--- src/rtl/swin_pkg.sv ---
package swin_pkg;
   typedef enum logic [1:0] {
      SZ_BYTE = 2'd0,
      SZ_HALF = 2'd1,
      SZ_WORD = 2'd2
   } acc_size_e;

   // bit positions inside the mode register
   localparam int MB_SRAM  = 0;
   localparam int MB_WRDIS = 1;
   localparam int MB_EE    = 2;
   localparam int MB_DET   = 4;
   localparam int MB_SDA   = 6;
   localparam int MB_SCL   = 7;
endpackage

--- src/rtl/swin_mode.sv ---
module swin_mode #(
   parameter int                ADDR_W    = 24,
   parameter logic [ADDR_W-1:0] WIN_START = 24'h200000,
   parameter logic [ADDR_W-1:0] WIN_END   = 24'h20FFFF,
   parameter logic [ADDR_W-1:0] EE_LO     = 24'h200000,
   parameter logic [ADDR_W-1:0] EE_HI     = 24'h200001
) (
   input  logic              clk,
   input  logic              rst_n,
   input  logic              cfg_sram_en,
   input  logic              cfg_wr_dis,
   input  logic              rd_sel,
   input  logic              wr_sel,
   input  logic [ADDR_W-1:0] addr,
   input  logic              pend_we,
   input  logic [1:0]        pend_val,
   output logic [7:0]        mode_q,
   output logic [ADDR_W-1:0] win_lo,
   output logic [ADDR_W-1:0] win_hi
);
   import swin_pkg::*;

   logic ee_target;
   assign ee_target = (addr >= EE_LO) && (addr <= EE_HI);

   always_ff @(posedge clk or negedge rst_n) begin
      if (!rst_n) begin
         mode_q <= '0;
         win_lo <= WIN_START;
         win_hi <= WIN_END;
      end else begin
         mode_q[MB_SRAM]  <= cfg_sram_en;
         mode_q[MB_WRDIS] <= cfg_wr_dis;
         if (pend_we) begin
            mode_q[MB_SCL] <= pend_val[1];
            mode_q[MB_SDA] <= pend_val[0];
         end
         if (wr_sel && !mode_q[MB_DET]) begin
            mode_q[MB_DET] <= 1'b1;
            if (ee_target) begin
               mode_q[MB_EE] <= 1'b1;
               win_lo        <= EE_LO;
               win_hi        <= EE_HI;
            end
         end else if (rd_sel && !mode_q[MB_DET] && mode_q[MB_SRAM] && (addr > EE_HI)) begin
            mode_q[MB_DET] <= 1'b1;
         end
      end
   end


   det_sticky_chk: assert property (@(posedge clk) disable iff (!rst_n)
      mode_q[MB_DET] |=> mode_q[MB_DET]);


   ee_win_chk: assert property (@(posedge clk) disable iff (!rst_n)
      mode_q[MB_EE] |-> (mode_q[MB_DET] && win_lo == EE_LO && win_hi == EE_HI));
endmodule

--- src/rtl/swin_eecoal.sv ---
module swin_eecoal #(
   parameter int CYC_W  = 32,
   parameter int EE_GAP = 46
) (
   input  logic             clk,
   input  logic             rst_n,
   input  logic             ee_wr,
   input  logic [1:0]       wr_bits,
   input  logic [CYC_W-1:0] cyc,
   input  logic [1:0]       pend_cur,
   output logic             pend_we,
   output logic [1:0]       pend_val,
   output logic             ee_strobe,
   output logic             ee_scl,
   output logic             ee_sda
);
   localparam logic [CYC_W-1:0] GAP_C = CYC_W'(EE_GAP);

   logic [CYC_W-1:0] last_q;
   logic             near;

   assign near     = (cyc - last_q) < GAP_C;
   assign pend_we  = ee_wr;
   assign pend_val = wr_bits;

   always_ff @(posedge clk or negedge rst_n) begin
      if (!rst_n) begin
         last_q    <= '0;
         ee_strobe <= 1'b0;
         ee_scl    <= 1'b0;
         ee_sda    <= 1'b0;
      end else begin
         ee_strobe <= 1'b0;
         if (ee_wr && !near) begin
            ee_strobe <= 1'b1;
            ee_scl    <= pend_cur[1];
            ee_sda    <= pend_cur[0];
            last_q    <= cyc;
         end
      end
   end


   strobe_cause_chk: assert property (@(posedge clk) disable iff (!rst_n)
      ee_strobe |-> $past(ee_wr));


   merge_quiet_chk: assert property (@(posedge clk) disable iff (!rst_n)
      (ee_wr && near) |=> (!ee_strobe && $stable(ee_scl) && $stable(ee_sda)));
endmodule

--- src/rtl/swin_store.sv ---
module swin_store #(
   parameter int DEPTH_LOG2 = 6,
   parameter bit MEM_CLEAR  = 1'b1
) (
   input  logic                  clk,
   input  logic                  rst_n,
   input  logic [DEPTH_LOG2-1:0] idx,
   input  logic                  wr_byte_en,
   input  logic                  wr_half_en,
   input  logic [15:0]           wdata,
   input  logic                  chg_clr,
   output logic [7:0]            rd_b0,
   output logic [7:0]            rd_b2,
   output logic                  changed
);
   localparam int DEPTH = 1 << DEPTH_LOG2;

   logic [DEPTH*8-1:0]    mem_flat;
   logic [DEPTH_LOG2-1:0] idx1;
   logic [DEPTH_LOG2-1:0] idx2;
   logic                  byte_commit;

   assign idx1        = idx + DEPTH_LOG2'(1);
   assign idx2        = idx + DEPTH_LOG2'(2);
   assign rd_b0       = mem_flat[{idx, 3'b000} +: 8];
   assign rd_b2       = mem_flat[{idx2, 3'b000} +: 8];
   assign byte_commit = wr_byte_en && (rd_b0 != wdata[7:0]);

   for (genvar e = 0; e < DEPTH; e++) begin : g_cell
      localparam logic [DEPTH_LOG2-1:0] E_IDX = DEPTH_LOG2'(e);
      logic       we_e;
      logic [7:0] wd_e;
      logic [7:0] cell_q;

      always_comb begin
         we_e = (byte_commit && idx == E_IDX) ||
                (wr_half_en && (idx == E_IDX || idx1 == E_IDX));
         if (wr_half_en)
            wd_e = (idx == E_IDX) ? wdata[15:8] : wdata[7:0];
         else
            wd_e = wdata[7:0];
      end

      if (MEM_CLEAR) begin : g_clr
         always_ff @(posedge clk or negedge rst_n) begin
            if (!rst_n)    cell_q <= '0;
            else if (we_e) cell_q <= wd_e;
         end
      end else begin : g_keep
         always_ff @(posedge clk) begin
            if (we_e) cell_q <= wd_e;
         end
      end

      assign mem_flat[e*8 +: 8] = cell_q;
   end

   always_ff @(posedge clk or negedge rst_n) begin
      if (!rst_n)                         changed <= 1'b0;
      else if (byte_commit || wr_half_en) changed <= 1'b1;
      else if (chg_clr)                   changed <= 1'b0;
   end


   chg_cause_chk: assert property (@(posedge clk) disable iff (!rst_n)
      $rose(changed) |-> $past(wr_byte_en || wr_half_en));


   half_chg_chk: assert property (@(posedge clk) disable iff (!rst_n)
      wr_half_en |=> changed);
endmodule

--- src/rtl/swin_ctrl.sv ---
module swin_ctrl #(
   parameter int                ADDR_W     = 24,
   parameter int                CYC_W      = 32,
   parameter int                DEPTH_LOG2 = 6,
   parameter int                EE_GAP     = 46,
   parameter bit                MEM_CLEAR  = 1'b1,
   parameter logic [ADDR_W-1:0] WIN_START  = 24'h200000,
   parameter logic [ADDR_W-1:0] WIN_END    = 24'h20FFFF,
   parameter logic [ADDR_W-1:0] EE_LO      = 24'h200000,
   parameter logic [ADDR_W-1:0] EE_HI      = 24'h200001
) (
   input  logic              clk,
   input  logic              rst_n,
   input  logic              cfg_sram_en,
   input  logic              cfg_wr_dis,
   input  logic [ADDR_W-1:0] bus_addr,
   input  logic [1:0]        bus_size,
   input  logic              bus_rd,
   input  logic              bus_wr,
   input  logic [15:0]       bus_wdata,
   input  logic [CYC_W-1:0]  cpu_cyc,
   input  logic              ee_dout,
   input  logic              chg_clr,
   output logic              rd_hit,
   output logic [31:0]       rd_data,
   output logic              ee_strobe,
   output logic              ee_scl,
   output logic              ee_sda,
   output logic              save_changed
);
   import swin_pkg::*;

   if (DEPTH_LOG2 < 2 || DEPTH_LOG2 > 10) begin : g_bad_depth
      $error("swin_ctrl: DEPTH_LOG2 out of range");
   end
   if (EE_LO < WIN_START || EE_HI > WIN_END || EE_HI < EE_LO) begin : g_bad_win
      $error("swin_ctrl: EEPROM range must sit inside the default window");
   end
   if (EE_GAP < 1 || CYC_W < 8) begin : g_bad_gap
      $error("swin_ctrl: bad merge distance or cycle width");
   end

   logic [7:0]            mode;
   logic [ADDR_W-1:0]     win_lo, win_hi;
   logic                  served, rd_sel, wr_sel;
   logic                  fast_ok, half_wr, byte_path, ee_wr, sram_byte;
   logic                  pend_we;
   logic [1:0]            pend_val;
   logic [DEPTH_LOG2-1:0] idx;
   logic [7:0]            st_b0, st_b2, v0, v2;
   logic                  unused_mode;

   assign unused_mode = ^{mode[3], mode[5]};

   assign served  = (bus_addr >= win_lo) && (bus_addr <= win_hi) &&
                    (mode[MB_SRAM] || mode[MB_EE]);
   assign rd_sel  = bus_rd && served;
   assign wr_sel  = bus_wr && served;
   assign idx     = bus_addr[DEPTH_LOG2-1:0] - win_lo[DEPTH_LOG2-1:0];

   assign fast_ok   = mode[MB_DET] && !mode[MB_EE] && !mode[MB_WRDIS];
   assign half_wr   = wr_sel && (bus_size != SZ_BYTE) && fast_ok;
   assign byte_path = wr_sel && !half_wr;
   assign ee_wr     = byte_path && mode[MB_EE];
   assign sram_byte = byte_path && !mode[MB_EE] && !mode[MB_WRDIS];

   swin_mode #(
      .ADDR_W(ADDR_W), .WIN_START(WIN_START), .WIN_END(WIN_END),
      .EE_LO(EE_LO), .EE_HI(EE_HI)
   ) u_mode (
      .clk(clk), .rst_n(rst_n), .cfg_sram_en(cfg_sram_en), .cfg_wr_dis(cfg_wr_dis),
      .rd_sel(rd_sel), .wr_sel(wr_sel), .addr(bus_addr),
      .pend_we(pend_we), .pend_val(pend_val),
      .mode_q(mode), .win_lo(win_lo), .win_hi(win_hi)
   );

   swin_eecoal #(.CYC_W(CYC_W), .EE_GAP(EE_GAP)) u_coal (
      .clk(clk), .rst_n(rst_n), .ee_wr(ee_wr), .wr_bits(bus_wdata[1:0]),
      .cyc(cpu_cyc), .pend_cur({mode[MB_SCL], mode[MB_SDA]}),
      .pend_we(pend_we), .pend_val(pend_val),
      .ee_strobe(ee_strobe), .ee_scl(ee_scl), .ee_sda(ee_sda)
   );

   swin_store #(.DEPTH_LOG2(DEPTH_LOG2), .MEM_CLEAR(MEM_CLEAR)) u_store (
      .clk(clk), .rst_n(rst_n), .idx(idx), .wr_byte_en(sram_byte),
      .wr_half_en(half_wr), .wdata(bus_wdata), .chg_clr(chg_clr),
      .rd_b0(st_b0), .rd_b2(st_b2), .changed(save_changed)
   );

   assign v0 = mode[MB_EE] ? {7'b0, ee_dout} : st_b0;
   assign v2 = mode[MB_EE] ? {7'b0, ee_dout} : st_b2;

   always_comb begin
      rd_data = '0;
      if (rd_sel) begin
         case (bus_size)
            SZ_BYTE: rd_data = {24'b0, v0};
            SZ_HALF: rd_data = {16'b0, v0, v0};
            default: rd_data = {v0, v0, v2, v2};
         endcase
      end
   end
   assign rd_hit = rd_sel;


   ee_rd_chk: assert property (@(posedge clk) disable iff (!rst_n)
      (rd_hit && mode[MB_EE]) |-> ((rd_data & 32'hFEFE_FEFE) == 32'h0));


   miss_zero_chk: assert property (@(posedge clk) disable iff (!rst_n)
      !rd_hit |-> (rd_data == 32'h0));
endmodule

--- config.mk ---
export PLATFORM = sky130hd
export DESIGN_NAME = swin_ctrl
export DESIGN_NICKNAME = d
export VERILOG_FILES = /design/src/rtl/swin_pkg.sv /design/src/rtl/swin_mode.sv /design/src/rtl/swin_eecoal.sv /design/src/rtl/swin_store.sv /design/src/rtl/swin_ctrl.sv
export SDC_FILE = /design/constraint.sdc
export NUM_CORES = 2
export LEC_CHECK = 0
export BUFFER_PORTS_ARGS = -buffer_cell sky130_fd_sc_hd__clkbuf_2
export CORE_MARGIN = 5
export CORE_UTILIZATION = 55
export CTS_BUF_LIST = sky130_fd_sc_hd__clkbuf_16
export CTS_CLUSTER_DIAMETER = 120
export CTS_CLUSTER_SIZE = 8
export DETAILED_ROUTE_END_ITERATION = 6
export GPL_TIMING_DRIVEN = 0
export PLACE_DENSITY_LB_ADDON = 0.12
export SKIP_LAST_GASP = 1
export SYNTH_ARGS = -nofsm -noshare
export SYNTH_HDL_FRONTEND = slang
export SYNTH_SLANG_ARGS = --single-unit
--- constraint.sdc ---
create_clock -name clk -period 10.9 [get_ports clk]
set_clock_uncertainty 0.05 [all_clocks]
set_input_delay 2.725 -clock clk [delete_from_list [all_inputs] [get_ports clk]]
set_output_delay 2.725 -clock clk [all_outputs]
set_load 0.05 [all_outputs]
==> summary.md <==
| Metric | Value |
|---|---|
| Sw Ratio | 31.4% |
| Slew Limit Fails | 150 |
| Fraction of the yosys area taken by sequential cells | 34.5% |
| Critical R2R Launch | u_store.g_cell[7].cell_q[1] |
| Part of the power in registers | 39.5% |
| Post-synthesis instance total | 3273 |
| Switching power | 1.65 mW |
| Slew margin rel. | -14.3% |
| Largest net degree at the start of global routing | 110 |
| VDD IR max | 115 uV |
| Max cap viols | 16 |
| Top_reg_cell synth | dfrtp_1 |
| HPWL after detailed placement | 150000 um |
| Clk pin slew, worst setup/hold paths | 0.06 ns |
| Reg2reg end | u_store.g_cell[30].cell_q[3] |
| All-layer global routing usage | 54.0% |
| Number of fill cells in the layout | 5692 |
| Critical Path RT | 8.12 ns |
| Fin util | 61.4% |
| DR WL/cell | 48.3 um |
| Level count of the clock H-tree | 3 |
| Commonest cells in the netlist | 966 x mux2_2, 554 x dfrtp_1, 205 x mux2i_1 |
| Number of global-route vias before repair | 35115 |
| Total power | 5.24 mW |
| Comb power frac | 16.1% |
| Min-Delay Path Class | register to register |
| Hold Vio Cnt, Final | 0 |
| CTS Sinks | 555 |
| Final hold slack | 0.442 ns |
| Antenna violations before repair | 34 |
| Placed Cells | 4352 |
| Crit path kind | primary input to primary output |
| EDFF count, synth | 0 |
| Post-synth top area share | 34.4% |
| RD Place Congestion | 1.27 |
| Dpl ws | -0.749 ns |
| Core Area | 72800 um2 |
| Failing checks | DRC, capacitance limit, slew limit, setup timing |
| Die height | 281 um |
| Final Cell Area | 44700 um2 |
| Min Tclk post-route | 11.10 ns |
| Final wirelength | 217000 um |
| Leak | 19.7 nW |
| Critical Path Start | bus_addr[1] |
| Cell Area, Synth | 40300 um2 |
| Syn-to-layout area delta | 11.0% |
| Worst path arrival time | 8.32 ns |
| Crit Path Max Fanout | 10 |
| Rows | 99 |
| Fmax achieved | 0.0901 GHz |
| Most common cell in the netlist | mux2_2 |
| 1st-pass router iterations | 7 |
| R2R Setup Slk | 4.92 ns |
| DIE WIDTH | 281 um |
| Initial core utilization | 55.3% |
| Drt drc | 114 |
| Full die area | 78700 um2 |
| CTS Buf Count | 79 |
| Area of the multi-input gates | 24700 um2 |
| Period utilisation layout | 102% |
| Starting DRT DRC Count | 6391 |
| CTS root buf | clkbuf_16 |
| Global-route wire length before repair | 291000 um |
| Worst-skew pair later-pin latency | 0.68 ns |
| Detail Route Antenna Nets | 0 |
| DR vias/cell | 8.09 |
| Ys async rst share | 100% |
| Setup repair bufs after CTS | 0 |
| Cell internal pwr | 3.60 mW |
| Setup_tns | -1.21 ns |
| Reg2Reg Depth | 11 |
| Final std cells w/o fill | 4499 |
| CTS max path bufs | 3 |
| Port buffer count | 107 |
| Ranking of synthesized cells by area | dfrtp_1 34%, mux2_2 27%, mux4_2 11% |
| Vias post-DR | 36406 |
| Pwr Density | 117 nW/um2 |
| Area occupied by registers | 13900 um2 |
| Placed cell areas | 42300 um2 |
| Least-Margin Pin Slew | 1.72 ns |
| CP endpoint kind | primary output |
| RSZ-0062 raised after global routing | no |
| Status | complete, but fails checks |
| CP Launch Type | primary input |
| Syn nets | 3402 |
| Remaining Overflow, GRT | 0 |
| Mean Syn Cell Area | 12.3 um2 |
| I/O pins | 119 |
| CTS tree | yes |
| Largest area contributor in the netlist | dfrtp_1 |
| Clock power frac | 44.4% |
| Setup-failing EPs final | 13 |
| Flops & latches, synth | 555 |
| Final WS setup | -0.198 ns |
| Synth Warn # | 0 |
| Synth cell types | 105 |
| Layout cells sized above 1 | 47.0% |
| NumNets Final | 3608 |
| Critical Path Sink | rd_data[4] |
==> cells by family (layout without fill, tap and decap cells) <==
logic type	Yosys count	after routing	share of synthesized area, %
other	0	46	0
AND/OR/NAND/NOR	482	482	7.04
multiplexers	1440	1440	45.5
AO/OA/AOI/OAI	379	379	6.44
XOR/XNOR	38	38	0.827
flip-flops	555	555	34.5
adder cells (fa/ha/maj)	47	47	1.48
buffers and inverters	332	553	4.19
==> critical path: stages <==
cell and delay, ns:
clkbuf_2 0.20, ha_1 0.33, clkbuf_1 0.62, clkbuf_1 0.71, clkbuf_1 0.98, clkbuf_2 0.87, mux4_2 0.63, mux4_2 0.64
nor2_1 0.20, nor3_1 0.10, clkbuf_2 0.26
==> timing repair <==
item	CTS	global route
resized for setup	15	1
setup endpoints to repair	14	8
hold buffers	0	0
==> flip-flops by register name, indices dropped and copies added (netlist names) <==
register               count
u_mode.win_hi              1
u_mode.mode_q              6
u_coal.ee_strobe           1
u_store.g_cell.cell_q    512
u_coal.ee_sda              1
u_store.changed            1
u_coal.ee_scl              1
u_coal.last_q             32
==> how the worst min path moves through the flow <==
stage,from,to,slack (ns),cells after the start
5_1_grt,u_mode.win_hi[14],u_mode.win_hi[14],0.46,1
3_3_place_gp,u_mode.mode_q[4],u_mode.mode_q[4],0.41,1
6_report,u_mode.win_hi[14],u_mode.win_hi[14],0.44,1
4_1_cts,u_mode.mode_q[4],u_mode.mode_q[4],0.44,1
2_1_floorplan,u_mode.mode_q[4],u_mode.mode_q[4],0.39,1
3_5_place_dp,u_mode.mode_q[4],u_mode.mode_q[4],0.42,1
==> power groups by stage <==
| stage | Clock, mW | Combinational (mW) | Sequential (mW) |
|---|---|---|---|
| 2_1_floorplan | 0 | 0.385 | 2.10 |
| 6_report | 2.33 | 0.847 | 2.07 |
| 3_3_place_gp | 0 | 0.741 | 2.11 |
| 4_1_cts | 2.30 | 0.768 | 2.07 |
| 3_5_place_dp | 0 | 0.764 | 2.11 |
| 5_1_grt | 2.37 | 0.831 | 2.07 |
==> area by class of cell <==
cell class / count / area share [%]
multi-input cells: 2386 / 55.4
repair buffers: 126 / 1.86
diodes: 46 / 0.258
clock buffers: 79 / 4.42
clock inverters: 17 / 0.453
inverters: 50 / 0.420
well taps: 959 / 2.68
flip-flops and latches: 555 / 31.1
plain buffers: 281 / 3.46
==> cell usage in the layout, fill, tap and decap left out, drive strengths merged, types with 11 or more instances in the layout <==
cell and n:
dfrtp 554, ha 46, a31oi 11, clkbuf 341
inv 58, mux2 1030, nor3 75, diode 46
nand4 12, mux4 205, a22oi 11, nand2 124
nor2b 12, nor2 111, and2 20, xnor2 32
nand3 31, a21oi 106, mux2i 205, a21o 21
buf 143, o21ai 70, or3 11, o22ai 73
nor4 26, a2111oi 11, a211oi 18
==> layer usage <==
layer,global-route usage (%),vias up,wire length (um)
met1,60.6,18029,71000
met3,35.8,1366,39100
met2,69.0,4056,80600
li1,-,12916,-
met4,45.4,39,25400
met5,10.1,-,1080
No activity file was read; power rests on OpenSTA's default activity.
